`src/rtl/jcu_pkg.sv`:
```
package jcu_pkg;

    // Supported comparison codes; every other 4-bit value is rejected.
    typedef enum logic [3:0] {
        JC_ALWAYS = 4'h0,
        JC_NE     = 4'h1,
        JC_EQ     = 4'h2,
        JC_UGT    = 4'h3,
        JC_UGE    = 4'h4,
        JC_SGT    = 4'hC,
        JC_SGE    = 4'hD
    } jcond_e;

    // Relations between operand A and operand B.
    typedef struct packed {
        logic eq;
        logic ugt;
        logic sgt;
    } cmp_flags_t;

    typedef struct packed {
        logic taken;
        logic bad;
    } verdict_t;

    function automatic verdict_t resolve(input logic [3:0] code, input cmp_flags_t f);
        verdict_t v;
        v = '{taken: 1'b0, bad: 1'b0};
        case (code)
            JC_ALWAYS: v.taken = 1'b1;
            JC_NE:     v.taken = ~f.eq;
            JC_EQ:     v.taken = f.eq;
            JC_UGT:    v.taken = f.ugt;
            JC_UGE:    v.taken = f.ugt | f.eq;
            JC_SGT:    v.taken = f.sgt;
            JC_SGE:    v.taken = f.sgt | f.eq;
            default:   v.bad   = 1'b1;
        endcase
        return v;
    endfunction

endpackage

```
`src/rtl/jcu_operand_mux.sv`:
```
module jcu_operand_mux #(
    parameter int XLEN  = 32,
    parameter int IMM_W = 16,
    parameter int IDX_W = 4
) (
    input  logic             use_imm,
    input  logic [IDX_W-1:0] rs1_idx,
    input  logic [IDX_W-1:0] rs2_idx,
    input  logic [XLEN-1:0]  rs1_val,
    input  logic [XLEN-1:0]  rs2_val,
    input  logic [IMM_W-1:0] imm,
    output logic [XLEN-1:0]  op_a,
    output logic [XLEN-1:0]  op_b
);
    localparam int EXT_W = XLEN - IMM_W;

    logic [XLEN-1:0] imm_ext;

    generate
        if (EXT_W > 0) begin : g_ext
            assign imm_ext = {{EXT_W{imm[IMM_W-1]}}, imm};
        end else begin : g_noext
            assign imm_ext = imm[XLEN-1:0];
        end
    endgenerate

    // Index zero is the hard-wired zero register.
    always_comb begin
        op_a = (rs1_idx == '0) ? '0 : rs1_val;
        if (use_imm)
            op_b = imm_ext;
        else
            op_b = (rs2_idx == '0) ? '0 : rs2_val;
    end

endmodule

```
`src/rtl/jcu_compare.sv`:
```
module jcu_compare
    import jcu_pkg::*;
#(
    parameter int XLEN = 32
) (
    input  logic [XLEN-1:0] op_a,
    input  logic [XLEN-1:0] op_b,
    output cmp_flags_t      flags
);
    always_comb begin
        flags.eq  = (op_a == op_b);
        flags.ugt = (op_a > op_b);
        flags.sgt = ($signed(op_a) > $signed(op_b));
    end
endmodule

```
`src/rtl/jump_cond_unit.sv`:
```
module jump_cond_unit
    import jcu_pkg::*;
#(
    parameter int XLEN    = 32,
    parameter int IMM_W   = 16,
    parameter int IDX_W   = 4,
    parameter int EXC_W   = 5,
    parameter int EXC_BAD = 3,
    parameter int IP_STEP = 1
) (
    input  logic             clk,
    input  logic             rst,
    input  logic             br_valid,
    input  logic             use_imm,
    input  logic [3:0]       cond,
    input  logic [IDX_W-1:0] rs1_idx,
    input  logic [IDX_W-1:0] rs2_idx,
    input  logic [XLEN-1:0]  rs1_val,
    input  logic [XLEN-1:0]  rs2_val,
    input  logic [IMM_W-1:0] imm,
    input  logic [XLEN-1:0]  jump_addr,
    input  logic [XLEN-1:0]  cur_ip,
    output logic             res_valid,
    output logic             taken,
    output logic [XLEN-1:0]  next_ip,
    output logic             bad_cond,
    output logic [EXC_W-1:0] exc_vec
);
    localparam logic [XLEN-1:0]  STEP_V = XLEN'(IP_STEP);
    localparam logic [EXC_W-1:0] BAD_V  = EXC_W'(EXC_BAD);

    logic [XLEN-1:0] op_a, op_b;
    cmp_flags_t      flags;
    verdict_t        vd;
    logic [XLEN-1:0] ip_sel;

    jcu_operand_mux #(
        .XLEN (XLEN),
        .IMM_W(IMM_W),
        .IDX_W(IDX_W)
    ) opmux_i (
        .use_imm(use_imm),
        .rs1_idx(rs1_idx),
        .rs2_idx(rs2_idx),
        .rs1_val(rs1_val),
        .rs2_val(rs2_val),
        .imm    (imm),
        .op_a   (op_a),
        .op_b   (op_b)
    );

    jcu_compare #(
        .XLEN(XLEN)
    ) cmp_i (
        .op_a (op_a),
        .op_b (op_b),
        .flags(flags)
    );

    always_comb begin
        vd     = resolve(cond, flags);
        ip_sel = vd.taken ? jump_addr : (cur_ip + STEP_V);
    end

    always_ff @(posedge clk) begin
        if (rst) begin
            res_valid <= 1'b0;
            taken     <= 1'b0;
            next_ip   <= '0;
            bad_cond  <= 1'b0;
            exc_vec   <= '0;
        end else begin
            res_valid <= br_valid;
            if (br_valid) begin
                taken    <= vd.taken;
                next_ip  <= ip_sel;
                bad_cond <= vd.bad;
                exc_vec  <= vd.bad ? BAD_V : '0;
            end
        end
    end

endmodule

```
`config.mk`:
```
export PLATFORM = sky130hd
export DESIGN_NAME = jump_cond_unit
export DESIGN_NICKNAME = d
export VERILOG_FILES = /design/src/rtl/jcu_pkg.sv /design/src/rtl/jcu_operand_mux.sv /design/src/rtl/jcu_compare.sv /design/src/rtl/jump_cond_unit.sv
export SDC_FILE = /design/constraint.sdc
export NUM_CORES = 1
export LEC_CHECK = 0
export ABC_AREA = 1
export CAP_MARGIN = 20
export CORE_AREA = 2 2 71 140
export CTS_CLUSTER_DIAMETER = 200
export DETAILED_ROUTE_END_ITERATION = 8
export DIE_AREA = 0 0 73 142
export PLACE_DENSITY = 0.84
export SYNTH_ARGS = -nofsm -noshare
export SYNTH_HDL_FRONTEND = slang
export SYNTH_SLANG_ARGS = --single-unit
```
`constraint.sdc`:
```
create_clock -name clk -period 8.9 [get_ports clk]
set_input_delay 1.78 -clock clk [delete_from_list [all_inputs] [get_ports clk]]
set_output_delay 1.78 -clock clk [all_outputs]
set_load 0.02 [all_outputs]
```
==> flow_summary.json <==
{
  "worstPathArrival_ns": 6.47,
  "fin_hold_ws_ns": 0.465,
  "postCtsSetupRepairBufs": 0,
  "cpPeakStageDelay_ns": 1.10,
  "hold_start": "next_ip[3]",
  "drv_cap": 0,
  "hpwlAfterDp_um": 11800,
  "syn_to_final_growth_pct": 51.9,
  "setup_viol": 0,
  "grt_pass1_wl_um": 22500,
  "dpl_cell_area_um2": 6000,
  "cts_tree": "done",
  "min_to": "next_ip[3]",
  "antenna_left": 0,
  "period_needed_ns": 6.27,
  "cts-buffers-inserted": 5,
  "antenna_found_initial": 0,
  "syn-cell-area_um2": 4070,
  "r2r_slack_ns": 8.16,
  "ios": 200,
  "final_cell_area_um2": 6180,
  "setup_slack_ns": 2.63,
  "status": "finished clean",
  "grt-busiest-layer": "met2",
  "cts_resized": 0,
  "use_met1_pct": 24.7,
  "vias": 5037,
  "fill_cells": 868,
  "holdPathStages": 2,
  "ys_ff_latch": 35,
  "reg2reg_depth": 2,
  "power_density_nw_per_um2": 105,
  "cp_common_cell": "nand2_1",
  "initial_utilization_pct": 43.6,
  "via_per_inst": 5.24,
  "nNetsFinal": 1049,
  "drc": 0,
  "final_core_util_pct": 66.3,
  "path_class": "primary input to flop",
  "antenna_cells": 0,
  "hold_class": "flop to flop",
  "wl_per_cell_um": 15.1,
  "cp_data_required_time_ns": 9.10,
  "synthCells": 685,
  "grt.total_usage_pct": 27.7,
  "crit_slowest_cell": "clkdlybuf4s50_1",
  "h-tree-depth": 2,
  "crit_family": "buffers and inverters",
  "max-clock-path-buffers": 2,
  "tns_ns": 0,
  "power.total_mw": 0.648,
  "final.setup_skew_ns": 0,
  "row_count": 50,
  "pre_cts_ws_ns": 2.42,
  "drt_iter0_drc": 220,
  "drive_above_1_share_pct": 4.55,
  "io_buffers": 196,
  "cts_hold_buffers": 0,
  "p_leak_nw": 2.90,
  "rr_startpoint": "exc_vec[0]",
  "path_buf_inv": 2,
  "place_congestion": 0.959,
  "grt_util_met3_pct": 3.61,
  "end_kind": "flop",
  "die_h_um": 142,
  "dp_cells": 953,
  "clk_pin_slew_worst_paths_ns": 0.05,
  "grt_pass1_vias": 5041,
  "cts-root-buf": "clkbuf_16",
  "clock_sinks": 35,
  "hold_violations": 0,
  "drt_wl_total_um": 14500,
  "avgSynthCellArea_um2": 5.94,
  "cp_max_fo": 33,
  "slew_violations": 0,
  "critPathLaunchType": "primary input",
  "path_cells": "clkdlybuf4s50_1 > clkinv_1 > a31oi_1 > ha_1 > a21oi_1 > o21ai_0 > nand2_1 > nand2_1 > a21oi_1 > nand2_1 > a21oi_1 > nand2_1 > nand2_2 > nand2_4 > nand2_1 > nand3_1 > a21oi_1",
  "yosysSeqAreaShare_pct": 17.2,
  "rsz0062_at_grt": "false",
  "die_x_um": 73,
  "grt-ovfl-total": 0,
  "max_slew.worst_pin.slew_ns": 1.06,
  "yosys_warnings": 0,
  "synthDistinctLibCells": 36,
  "peakVddDrop_uv": 125,
  "dr.pass1.iters": 5,
  "fin_cells": 961,
  "grt_use_met2_pct": 56.8,
  "grt_max_degree": 37,
  "core_um2": 9320,
  "rr_endpoint": "exc_vec[0]",
  "dieArea_um2": 10400,
  "clk_latency_ns": 0.28,
  "fmax_mhz": 160,
  "relSlewSlack_pct": 29.3,
  "post-route-period-util_pct": 70.4
}
## flip-flops by register name, indices dropped and copies added, names as in the netlist
name,count
taken,1
res_valid,1
next_ip,32
exc_vec,1
## final cells by class
class	instances	area, um^2	area share [%]
sequential	35	701	11.3
timing repair buffer	199	1980	32.1
tap	104	130	2.11
clock buffer	6	139	2.25
clock inverter	2	35.0	0.567
multi-input combinational	502	2770	44.8
inverter	113	424	6.87
## layer usage
| layer | wire (um) | share of wire, % | vias up |
|---|---|---|---|
| li1 | - | - | 2525 |
| met5 | 0 | 0 | - |
| met4 | 539 | 3.7 | 0 |
| met1 | 4870 | 34 | 2260 |
| met3 | 820 | 5.7 | 42 |
| met2 | 8260 | 57 | 210 |
## Yosys cell counts (all sizes together)
| library cell | number | area (um^2) |
|---|---|---|
| a211oi | 1 | 7.51 |
| a21o | 1 | 7.51 |
| a21oi | 61 | 309 |
| a31oi | 17 | 106 |
| buf | 19 | 124 |
| clkbuf | 18 | 67.6 |
| clkinv | 3 | 11.3 |
| conb | 1 | 3.75 |
| dfxtp | 35 | 701 |
| ha | 33 | 413 |
| inv | 110 | 413 |
| nand2 | 163 | 639 |
| nand3 | 76 | 395 |
| nand3b | 2 | 22.5 |
| nand4 | 10 | 62.6 |
| nor2 | 77 | 337 |
| nor3 | 13 | 80.1 |
| nor4 | 8 | 62.6 |
| o21a | 2 | 15.0 |
| o21ai | 4 | 20.0 |
| or4 | 1 | 7.51 |
| xnor2 | 12 | 105 |
| xor2 | 18 | 158 |
## kinds of logic after synthesis
group           synth area share, %
flops                          17.2
other cells                  0.0922
xor+xnor                       6.46
fa+ha+maj                      10.2
compound gates                 11.4
buf+inv                        15.1
simple gates                   39.5
## worst max path at each step
| stage | start | end | slack [ns] | cells after the start |
|---|---|---|---|---|
| after detailed placement | use_imm | next_ip[28] | 2.42 | 19 |
| after global placement | use_imm | taken | 2.64 | 17 |
| after floorplan | rs2_idx[1] | next_ip[23] | 4.45 | 22 |
| final | use_imm | next_ip[10] | 2.63 | 17 |
| after CTS | use_imm | next_ip[28] | 2.69 | 19 |
| after global routing | use_imm | next_ip[13] | 1.99 | 19 |
## tightest hold or removal path, stage by stage (launching register included)
cell and delay [ns]:
dfxtp_1 0.31, nand2_1 0.06, a21oi_1 0.05
## power breakdown
group	total [mW]	switching [mW]	internal, mW	leakage (nW)
registers	0.176	0.00694	0.169	0.289
logic	0.266	0.131	0.135	2.52
clock network	0.206	0.0672	0.139	0.0868
## cells in the final DEF, fill, tap and decap left out
cell / n
clkdlybuf4s50_1: 196
nand2_1: 156
inv_1: 108
nand3_1: 73
nor2_1: 70
a21oi_1: 60
dfxtp_1: 35
ha_1: 33
xor2_1: 18
a31oi_1: 17
xnor2_1: 12
nand4_1: 10
nor3_1: 10
nor2_4: 6
nor4_1: 5
nand2_2: 5
clkbuf_16: 5
nor4_2: 3
clkinv_1: 3
o21ai_0: 3
nor3_2: 3
nand3_2: 3
conb_1: 3
buf_4: 3
o21a_1: 2
inv_2: 2
nand2_4: 2
nand3b_2: 2
or4_1: 1
a21o_1: 1
o21ai_1: 1
nor2_2: 1
a21oi_2: 1
a211oi_1: 1
clkinv_2: 1
bufinv_16: 1
clkbuf_8: 1
No activity file was read; power rests on OpenSTA's default activity.
